--- src/rtl/fcx_pkg.sv ---
package fcx_pkg;
  localparam int CHAR_W = 8;

  typedef enum logic [2:0] {
    LN_USER = 3'd0,
    LN_OFF1 = 3'd1,
    LN_OFF2 = 3'd2,
    LN_ON1  = 3'd3,
    LN_ON2  = 3'd4
  } lane_e;

  function automatic logic [CHAR_W-1:0] wlen_mask(input logic [1:0] wl);
    logic [CHAR_W-1:0] m;
    m = '0;
    for (int i = 0; i < CHAR_W; i++) begin
      if (i < 5 + int'(wl)) m[i] = 1'b1;
    end
    return m;
  endfunction
endpackage

--- src/rtl/fcx_level_cmp.sv ---
module fcx_level_cmp #(
  parameter int LVL_W = 7
) (
  input  logic [LVL_W-1:0] level,
  input  logic [LVL_W-1:0] trigger,
  output logic             over,
  output logic             under
);
  always_comb begin
    over  = level > trigger;
    under = level < trigger;
  end
endmodule

--- src/rtl/fcx_seq_fsm.sv ---
module fcx_seq_fsm
  import fcx_pkg::*;
(
  input  logic  clk,
  input  logic  rst_n,
  input  logic  en,
  input  logic  dbl,
  input  logic  over,
  input  logic  under,
  input  logic  usr_valid,
  input  logic  tx_ready,
  output lane_e lane,
  output logic  paused
);
  lane_e state_q, state_d;
  logic  hold_q, hold_d;
  logic  paused_d;
  logic  acc;

  // lane choice: a running sequence keeps its lane; between sequences a
  // pending user offer wins, then stop, then resume
  always_comb begin
    lane = state_q;
    if (state_q == LN_USER) begin
      if (hold_q)                     lane = LN_USER;
      else if (en && !paused && over) lane = LN_OFF1;
      else if (en && paused && under) lane = LN_ON1;
      else                            lane = LN_USER;
    end
  end

  always_comb begin
    acc = tx_ready && ((lane != LN_USER) || usr_valid);
    unique case (lane)
      LN_OFF1: state_d = acc ? (dbl ? LN_OFF2 : LN_USER) : LN_OFF1;
      LN_OFF2: state_d = acc ? LN_USER : LN_OFF2;
      LN_ON1:  state_d = acc ? (dbl ? LN_ON2 : LN_USER) : LN_ON1;
      LN_ON2:  state_d = acc ? LN_USER : LN_ON2;
      default: state_d = LN_USER;
    endcase
    hold_d = (lane == LN_USER) && usr_valid && !tx_ready;
    paused_d = paused;
    if (state_q == LN_USER) begin
      if (lane == LN_OFF1)     paused_d = 1'b1;
      else if (lane == LN_ON1) paused_d = 1'b0;
      else if (!en)            paused_d = 1'b0;
    end
  end

  always_ff @(posedge clk) begin
    if (!rst_n) begin
      state_q <= LN_USER;
      hold_q  <= 1'b0;
      paused  <= 1'b0;
    end else begin
      state_q <= state_d;
      hold_q  <= hold_d;
      paused  <= paused_d;
    end
  end
endmodule

--- src/rtl/fcx_tx_mux.sv ---
module fcx_tx_mux
  import fcx_pkg::*;
(
  input  lane_e             lane,
  input  logic [1:0]        wlen,
  input  logic [CHAR_W-1:0] stop_a,
  input  logic [CHAR_W-1:0] stop_b,
  input  logic [CHAR_W-1:0] go_a,
  input  logic [CHAR_W-1:0] go_b,
  input  logic              usr_valid,
  input  logic [CHAR_W-1:0] usr_data,
  input  logic              tx_ready,
  output logic              usr_ready,
  output logic              tx_valid,
  output logic [CHAR_W-1:0] tx_data
);
  logic [CHAR_W-1:0] mask;
  logic [CHAR_W-1:0] ctl;

  always_comb begin
    mask = wlen_mask(wlen);
    unique case (lane)
      LN_OFF1: ctl = stop_a;
      LN_OFF2: ctl = stop_b;
      LN_ON1:  ctl = go_a;
      LN_ON2:  ctl = go_b;
      default: ctl = '0;
    endcase
    if (lane == LN_USER) begin
      tx_valid  = usr_valid;
      tx_data   = usr_data;
      usr_ready = tx_ready;
    end else begin
      tx_valid  = 1'b1;
      tx_data   = ctl & mask;
      usr_ready = 1'b0;
    end
  end
endmodule

--- src/rtl/fcx_inserter.sv ---
module fcx_inserter
  import fcx_pkg::*;
#(
  parameter int LVL_W = 7
) (
  input  logic              clk,
  input  logic              rst_n,
  input  logic              cfg_enable,
  input  logic              cfg_double,
  input  logic [1:0]        cfg_wlen,
  input  logic [CHAR_W-1:0] cfg_stop_a,
  input  logic [CHAR_W-1:0] cfg_stop_b,
  input  logic [CHAR_W-1:0] cfg_go_a,
  input  logic [CHAR_W-1:0] cfg_go_b,
  input  logic [LVL_W-1:0]  rx_level,
  input  logic [LVL_W-1:0]  rx_trigger,
  input  logic              usr_valid,
  input  logic [CHAR_W-1:0] usr_data,
  output logic              usr_ready,
  output logic              tx_valid,
  output logic [CHAR_W-1:0] tx_data,
  input  logic              tx_ready,
  output logic              remote_paused
);
  logic  over, under;
  lane_e lane;

  fcx_level_cmp #(.LVL_W(LVL_W)) u_cmp (
    .level   (rx_level),
    .trigger (rx_trigger),
    .over    (over),
    .under   (under)
  );

  fcx_seq_fsm u_fsm (
    .clk       (clk),
    .rst_n     (rst_n),
    .en        (cfg_enable),
    .dbl       (cfg_double),
    .over      (over),
    .under     (under),
    .usr_valid (usr_valid),
    .tx_ready  (tx_ready),
    .lane      (lane),
    .paused    (remote_paused)
  );

  fcx_tx_mux u_mux (
    .lane      (lane),
    .wlen      (cfg_wlen),
    .stop_a    (cfg_stop_a),
    .stop_b    (cfg_stop_b),
    .go_a      (cfg_go_a),
    .go_b      (cfg_go_b),
    .usr_valid (usr_valid),
    .usr_data  (usr_data),
    .tx_ready  (tx_ready),
    .usr_ready (usr_ready),
    .tx_valid  (tx_valid),
    .tx_data   (tx_data)
  );
endmodule

--- config.mk ---
export PLATFORM = sky130hd
export DESIGN_NAME = fcx_inserter
export DESIGN_NICKNAME = d
export VERILOG_FILES = /design/src/rtl/fcx_pkg.sv /design/src/rtl/fcx_level_cmp.sv /design/src/rtl/fcx_seq_fsm.sv /design/src/rtl/fcx_tx_mux.sv /design/src/rtl/fcx_inserter.sv
export SDC_FILE = /design/constraint.sdc
export NUM_CORES = 1
export LEC_CHECK = 0
export ABC_AREA = 0
export ABC_CLOCK_PERIOD_IN_PS = 2600
export BUFFER_PORTS_ARGS = -buffer_cell sky130_fd_sc_hd__buf_2
export CAP_MARGIN = 0
export CORE_MARGIN = 2
export CORE_UTILIZATION = 38
export CTS_BUF_LIST = sky130_fd_sc_hd__clkbuf_16
export CTS_CLUSTER_DIAMETER = 30
export DETAILED_ROUTE_END_ITERATION = 6
export PLACE_DENSITY = 0.85
export SLEW_MARGIN = 20
export SYNTH_ARGS = -nofsm -noshare
export SYNTH_HDL_FRONTEND = slang
export SYNTH_SLANG_ARGS = --single-unit
--- constraint.sdc ---
create_clock -name clk -period 2.6 [get_ports clk]
set_input_delay 0.26 -clock clk [delete_from_list [all_inputs] [get_ports clk]]
set_output_delay 0.26 -clock clk [all_outputs]
set_load 0.1 [all_outputs]
-- Word-level counts from Yosys, hierarchy flattened
Index checks and enable logic that the tools add are counted.
- add/sub/neg operators: 1
- reduce and logical (&&, ||, !) cells: 14
- bitwise gates (word level): 1
- magnitude comparators: 10
- mux-type cells: 26
- equality and inequality tests: 5
- operator list (operator ; number):
    < comparator 4 x 32 -> 1 bit, first input constant ; 4
    < comparator 3 x 32 -> 1 bit, first input constant ; 2
    < comparator 2 x 32 -> 1 bit, first input constant ; 1
    one-hot mux 8 bit (4 select lines) ; 1
    2-to-1 mux 3 bit ; 7
    2-to-1 mux 1 bit ; 13
    one-hot mux 3 bit (4 select lines) ; 1
    bitwise AND 8 bit ; 1
    2-to-1 mux 8 bit ; 1
    > comparator 7 bit ; 1
    logical AND 1 bit ; 7
    < comparator 7 bit ; 1
    equality test 3 x 2 -> 1 bit, second input constant ; 2
    logical NOT 3 bit ; 2
    2-to-1 mux 2 bit ; 3
    adder 3 x 2 -> 4 bit, first input constant ; 1
    < comparator 1 x 4 -> 1 bit, first input constant ; 1
    equality test 3 x 1 -> 1 bit, second input constant ; 1
    equality test 3 bit, second input constant ; 1
    != test 3 x 1 -> 1 bit, second input constant ; 1
    nonzero test 3 bit ; 1
    logical NOT 1 bit ; 2
    AND reduction 2 bit ; 1
    logical OR 1 bit ; 1
- output and inout port bits: 11
- bits in registers: 5
- logic and storage cells: 60

-- Logic depth before layout (Yosys ltp)
- depth in word-level cells: 11
- mapped depth: 8

-- Cells and area by module
From an unflattened synthesis, not the netlist that was laid out.
- cell total of the unflattened synthesis: 116
- area total of the unflattened synthesis: 909.6 µm²
- by module, submodules not included (module ; cells each ; times used ; area an instance (µm²)):
    fcx_tx_mux ; 63 ; 1 ; 467.9
    fcx_seq_fsm ; 28 ; 1 ; 257.7
    fcx_level_cmp ; 25 ; 1 ; 183.9

-- Least setup slack after synthesis
No wires, ideal clock.
- path kind: register to output
- from: reg u_fsm.paused
- to: out tx_data[5]
- stages on the path, launching flop included: 6
- slack: -1598 ps
- data arrival time: 3938 ps
- cell sequence: dfxtp_1 -> nand3_1 -> nor3_4 -> a21o_1 -> a221oi_1 -> o21ai_0
- longest elaborated chain between the ends: 10
- elaborated cells on any way between the ends: 17
- RTL lines (element ; line ; source):
    start: declaration ; fcx_seq_fsm.sv:13 ; output logic paused
    start signal: assignment ; fcx_seq_fsm.sv:58 ; paused <= paused_d;
    logical AND 1 bit or logical NOT 1 bit (tied branches) ; fcx_seq_fsm.sv:27, fcx_seq_fsm.sv:26 ;
    logical AND 1 bit, on equally long branches ; fcx_seq_fsm.sv:27, fcx_seq_fsm.sv:26 ;
    2-to-1 mux 2 bit or logical AND 1 bit (tied branches) ; fcx_seq_fsm.sv:27, fcx_seq_fsm.sv:26 ;
    2-to-1 mux 3 bit * ; fcx_seq_fsm.sv:26 ; else if (en && !paused && over) lane = LN_OFF1;
    2-to-1 mux 3 bit * ; fcx_seq_fsm.sv:25 ; if (hold_q) lane = LN_USER;
    2-to-1 mux 3 bit * ; fcx_seq_fsm.sv:24 ; if (state_q == LN_USER) begin
    equality test 3 bit (tied with other cells) ; fcx_tx_mux.sv:22 ; unique case (lane)
    one-hot mux 8 bit (4 select lines) ; fcx_tx_mux.sv:22 ;
    bitwise AND 8 bit ; fcx_tx_mux.sv:35 ; tx_data = ctl & mask;
    2-to-1 mux 8 bit * ; fcx_tx_mux.sv:29 ; if (lane == LN_USER) begin
    end: declaration ; fcx_inserter.sv:21 ; output logic [CHAR_W-1:0] tx_data,
Mark *: on every way between the ends. The rest lies on a longest branch, timed or not.

-- Final worst setup path
- from: in rx_level[2]
- to: out tx_data[6]
- longest elaborated chain between the ends: 10
- elaborated cells on any way between the ends: 16
- RTL lines (element ; line ; source):
    start: declaration ; fcx_inserter.sv:15 ; input logic [LVL_W-1:0] rx_level,
    < comparator 7 bit ; fcx_level_cmp.sv:11 ; under = level < trigger;
    logical AND 1 bit ; fcx_seq_fsm.sv:27 ; else if (en && paused && under) lane = LN_ON1;
    2-to-1 mux 2 bit ; fcx_seq_fsm.sv:27 ;
    2-to-1 mux 3 bit * ; fcx_seq_fsm.sv:26 ;
    2-to-1 mux 3 bit * ; fcx_seq_fsm.sv:25 ;
    2-to-1 mux 3 bit * ; fcx_seq_fsm.sv:24 ;
    equality test 3 bit (tied with other cells) ; fcx_tx_mux.sv:22 ;
    one-hot mux 8 bit (4 select lines) ; fcx_tx_mux.sv:22 ;
    bitwise AND 8 bit ; fcx_tx_mux.sv:35 ;
    2-to-1 mux 8 bit * ; fcx_tx_mux.sv:29 ;
Marked as above.

==> impl_summary.txt <==
----------------------------------------------------
[Cells and area]
  Layout filler cell count ... 169
  Number of antenna diodes ... 0
  P&R area growth vs syn ... 79.1%
  Storage cell area ... 101 um2
  Share of final-layout standard cells stronger than drive strength 1 ... 51.1%
  Leading cell type in the layout, fill and taps excluded ... buf_2
  Number of nets at the end of the flow ... 260
  Multi-input logic area ... 741 um2
  Post-route cell area ... 0.00152 mm2
  Leading cell types in the layout, fill and taps excluded ... buf_2 (63), nor2_1 (10), buf_12 (9)

[Timing]
  Final-layout setup total negative slack ... 0 ps
  Final period demand of the worst path ... 2510 ps
  Hold slack ... 314 ps
  Count of final setup violators ... 0
  Share of the cycle needed by the critical path after routing ... 96.6%
  RSZ-0062 raised after global routing ... false
  Final count of hold timing violations ... 0
  Clock skew ... 2.68 ps
  Slack of the critical path ... 87.9 ps
  Worst slew slack as a fraction of its limit ... 67.9%
  Number of pins exceeding their max-slew limit in the final report ... 0
  Achievable clock frequency ... 398 MHz
  Actual transition at the worst max-transition pin ... 485 ps

[Power and ir drop]
  Power, Total ... 881 uW
  Maximum resistive drop on vdd ... 0.456 mV
  Cell leakage power ... 0.757 nW
  Pwr/cell area ... 578 mW/mm2

[Route]
  Post-route DRC ... 0
  1st-iter DRT viols ... 24
  Antenna-violating nets left ... 0
  Drt wl/cell ... 13.3 um
  Routed via count divided by cell count ... 5.61
  Aggregate routed wire length ... 2900 um
  Via count ... 1223
  First-pass iteration count of the detailed router ... 4

[Min path]
  Launch instance of the worst min-delay path ... tx_ready
  Worst Hold Path Cells ... 2
  Path type of the worst min-delay path ... in2reg
  Endpoint, Worst Hold ... u_fsm.state_q[0]

[CTS]
  Count of buffers added by post-CTS timing repair for setup ... 0
  Clock input transition at the sequential cells of the worst setup and hold paths ... 40 ps
  Number of levels in the clock H-tree ... 1
  Sinks on Clock Net ... 5
  TritonCTS clock tree ... done
  Hold_buf cts ... 0
  Maximum clock path buffer count ... 2
  Buffer cell driving the clock tree root ... clkbuf_16
  Count of cells resized by post-cts repair ... 0
  Number of buffers created by CTS ... 3
  Worst skew pair latency ... 230 ps

[Setup path]
  Required time at the worst-slack endpoint ... 2340 ps
  Worst Path Arrival ... 2250 ps
  Critical Path Start ... rx_level[2]
  CP Cell Sequence ... buf_2 > ha_1 > a21oi_1 > a21oi_2 > o211a_1 > and2_1 > a221o_1 > a32o_2 > buf_12
  Depth of the worst register-to-register path ... 6
  Critical path startpoint category ... input pin
  Critical path's slowest cell ... a221o_1
  Critical path class ... in2out
  Element type at the critical path end ... primary output
  Largest stage delay, worst path ... 370 ps
  Bufs and invs on worst path ... 2
  Worst Path Max Fanout ... 5
  Launch point of the worst reg-to-reg path ... u_fsm.state_q[0]
  Destination of the worst register-to-register timing path ... u_fsm.state_q[2]
  Family of cells with the greatest summed delay on the critical path ... compound AO/OA/AOI/OAI gates
  Internal reg-to-reg setup slack ... 900 ps

[Placed design]
  Post-placement worst setup slack ... 94.7 ps
  Cell Area, Placed ... 0.00144 mm2
  Gp weighted congestion ... 0.712
  Number of I/O port buffers ... 72
  Half-perimeter wire length after detailed placement ... 2450 um

[Global route]
  Largest net degree at the start of global routing ... 11
  GRT Residual Overflow ... 0
  Global-route wire length before repair ... 4610 um
  Via count of the first global-routing pass ... 1164
  Number of antenna violations at the first check in global routing ... 0
  Total global-route track usage ... 22.5%

[Floorplanning]
  Area of the core ... 0.00217 mm2
  Initial cell density of the core ... 39.2%
  Die span in x ... 51.3 um
  Floorplan row count ... 17
  Count of pins on the block boundary ... 73
  Height of the die ... 51.3 um
  Full die area ... 0.00263 mm2

[Status]
  Outcome ... finished clean

[Synthesis]
  Flop and latch count out of synthesis ... 5
  Yosys warning count ... 0
  Number of enable flip-flop cells after synthesis ... 0
  Total nets after synthesis ... 178
  Fraction of registers with async set or reset after synthesis ... 0%
  Sequential area share after synthesis ... 11.8%
  Instance count of the mapped netlist ... 109
  Area of the mapped netlist ... 851 um2
  Count of different cell masters after synthesis ... 37
  Most instantiated flip-flop cell in the synthesis netlist ... dfxtp_1
  Mapped Avg Cell Area ... 7.81 um2

[Flow run]
  Maxcap violations ... 0

----------------------------------------------------
## power by group
group | switching (mW) | internal (mW)
clock network | 0.0498 | 0.201
logic | 0.332 | 0.211
registers | 0.00625 | 0.0814
total | 0.388 | 0.493
## state kept, by name (all words and copies together) (netlist names)
register,cells
u_fsm.hold_q,1
u_fsm.paused,1
u_fsm.state_q,3
## final cells by class
cell class                      count  area share [%]
Clock inverter                      1           0.328
Timing Repair Buffer               78            35.5
Inverter                            7            1.72
Tap cell                           28            2.30
Clock buffer                        3            4.93
Sequential cell                     5            6.65
Multi-Input combinational cell     96            48.6
## per-stage QoR
| stage | instances | util, % |
|---|---|---|
| 2_1_floorplan | 109 | - |
| 3_3_place_gp | 214 | 66.6 |
| 3_5_place_dp | 214 | 66.6 |
| 4_1_cts | 218 | 70.2 |
| 5_1_grt | 218 | 70.2 |
| 6_report | 218 | 70.2 |
## how the worst max path moves through the flow
stage                 end  cells after the start
6_report       tx_data[6]                      9
5_1_grt        tx_data[6]                      9
3_3_place_gp   tx_data[7]                      9
2_1_floorplan    tx_valid                      7
4_1_cts        tx_data[6]                      9
3_5_place_dp   tx_data[6]                      9
## cell families (layout without fill, tap and decap cells)
family,Yosys count,in the layout,synth area share (%)
adder cells (fa/ha/maj),7,7,10.3
flip-flops,5,5,11.8
multiplexers,8,8,9.56
AO/OA/AOI/OAI,41,41,38.1
buffers and inverters,8,89,3.68
AND/OR/NAND/NOR,40,40,26.6
## layer usage
metal,part of all wire (%),wire length (um),vias up,GRT usage (%)
li1,-,-,594,-
met1,38,1090,566,22.4
met2,52,1510,59,43.9
met3,9.4,271,4,7.02
met4,0.86,25,0,6.58
met5,0,0,-,0
## cells in the mapped netlist (2+ instances only)
library cell / instances / area share [%]
a21boi_0: 2 / 1.8
a21oi_1: 3 / 1.8
a221o_1: 12 / 14
a22oi_1: 2 / 1.8
a32o_1: 2 / 2.4
and2_1: 3 / 2.2
dfxtp_1: 5 / 12
ha_1: 7 / 10
inv_1: 7 / 3.1
mux2i_1: 7 / 8.2
nand2_1: 5 / 2.2
nand2b_1: 2 / 1.5
nand3_1: 5 / 2.9
nand4_1: 2 / 1.5
nor2_1: 10 / 4.4
nor2b_1: 4 / 2.9
nor3b_1: 2 / 1.8
o21a_1: 2 / 1.8
o21ai_0: 9 / 5.3
No activity file was read; power rests on OpenSTA's default activity.
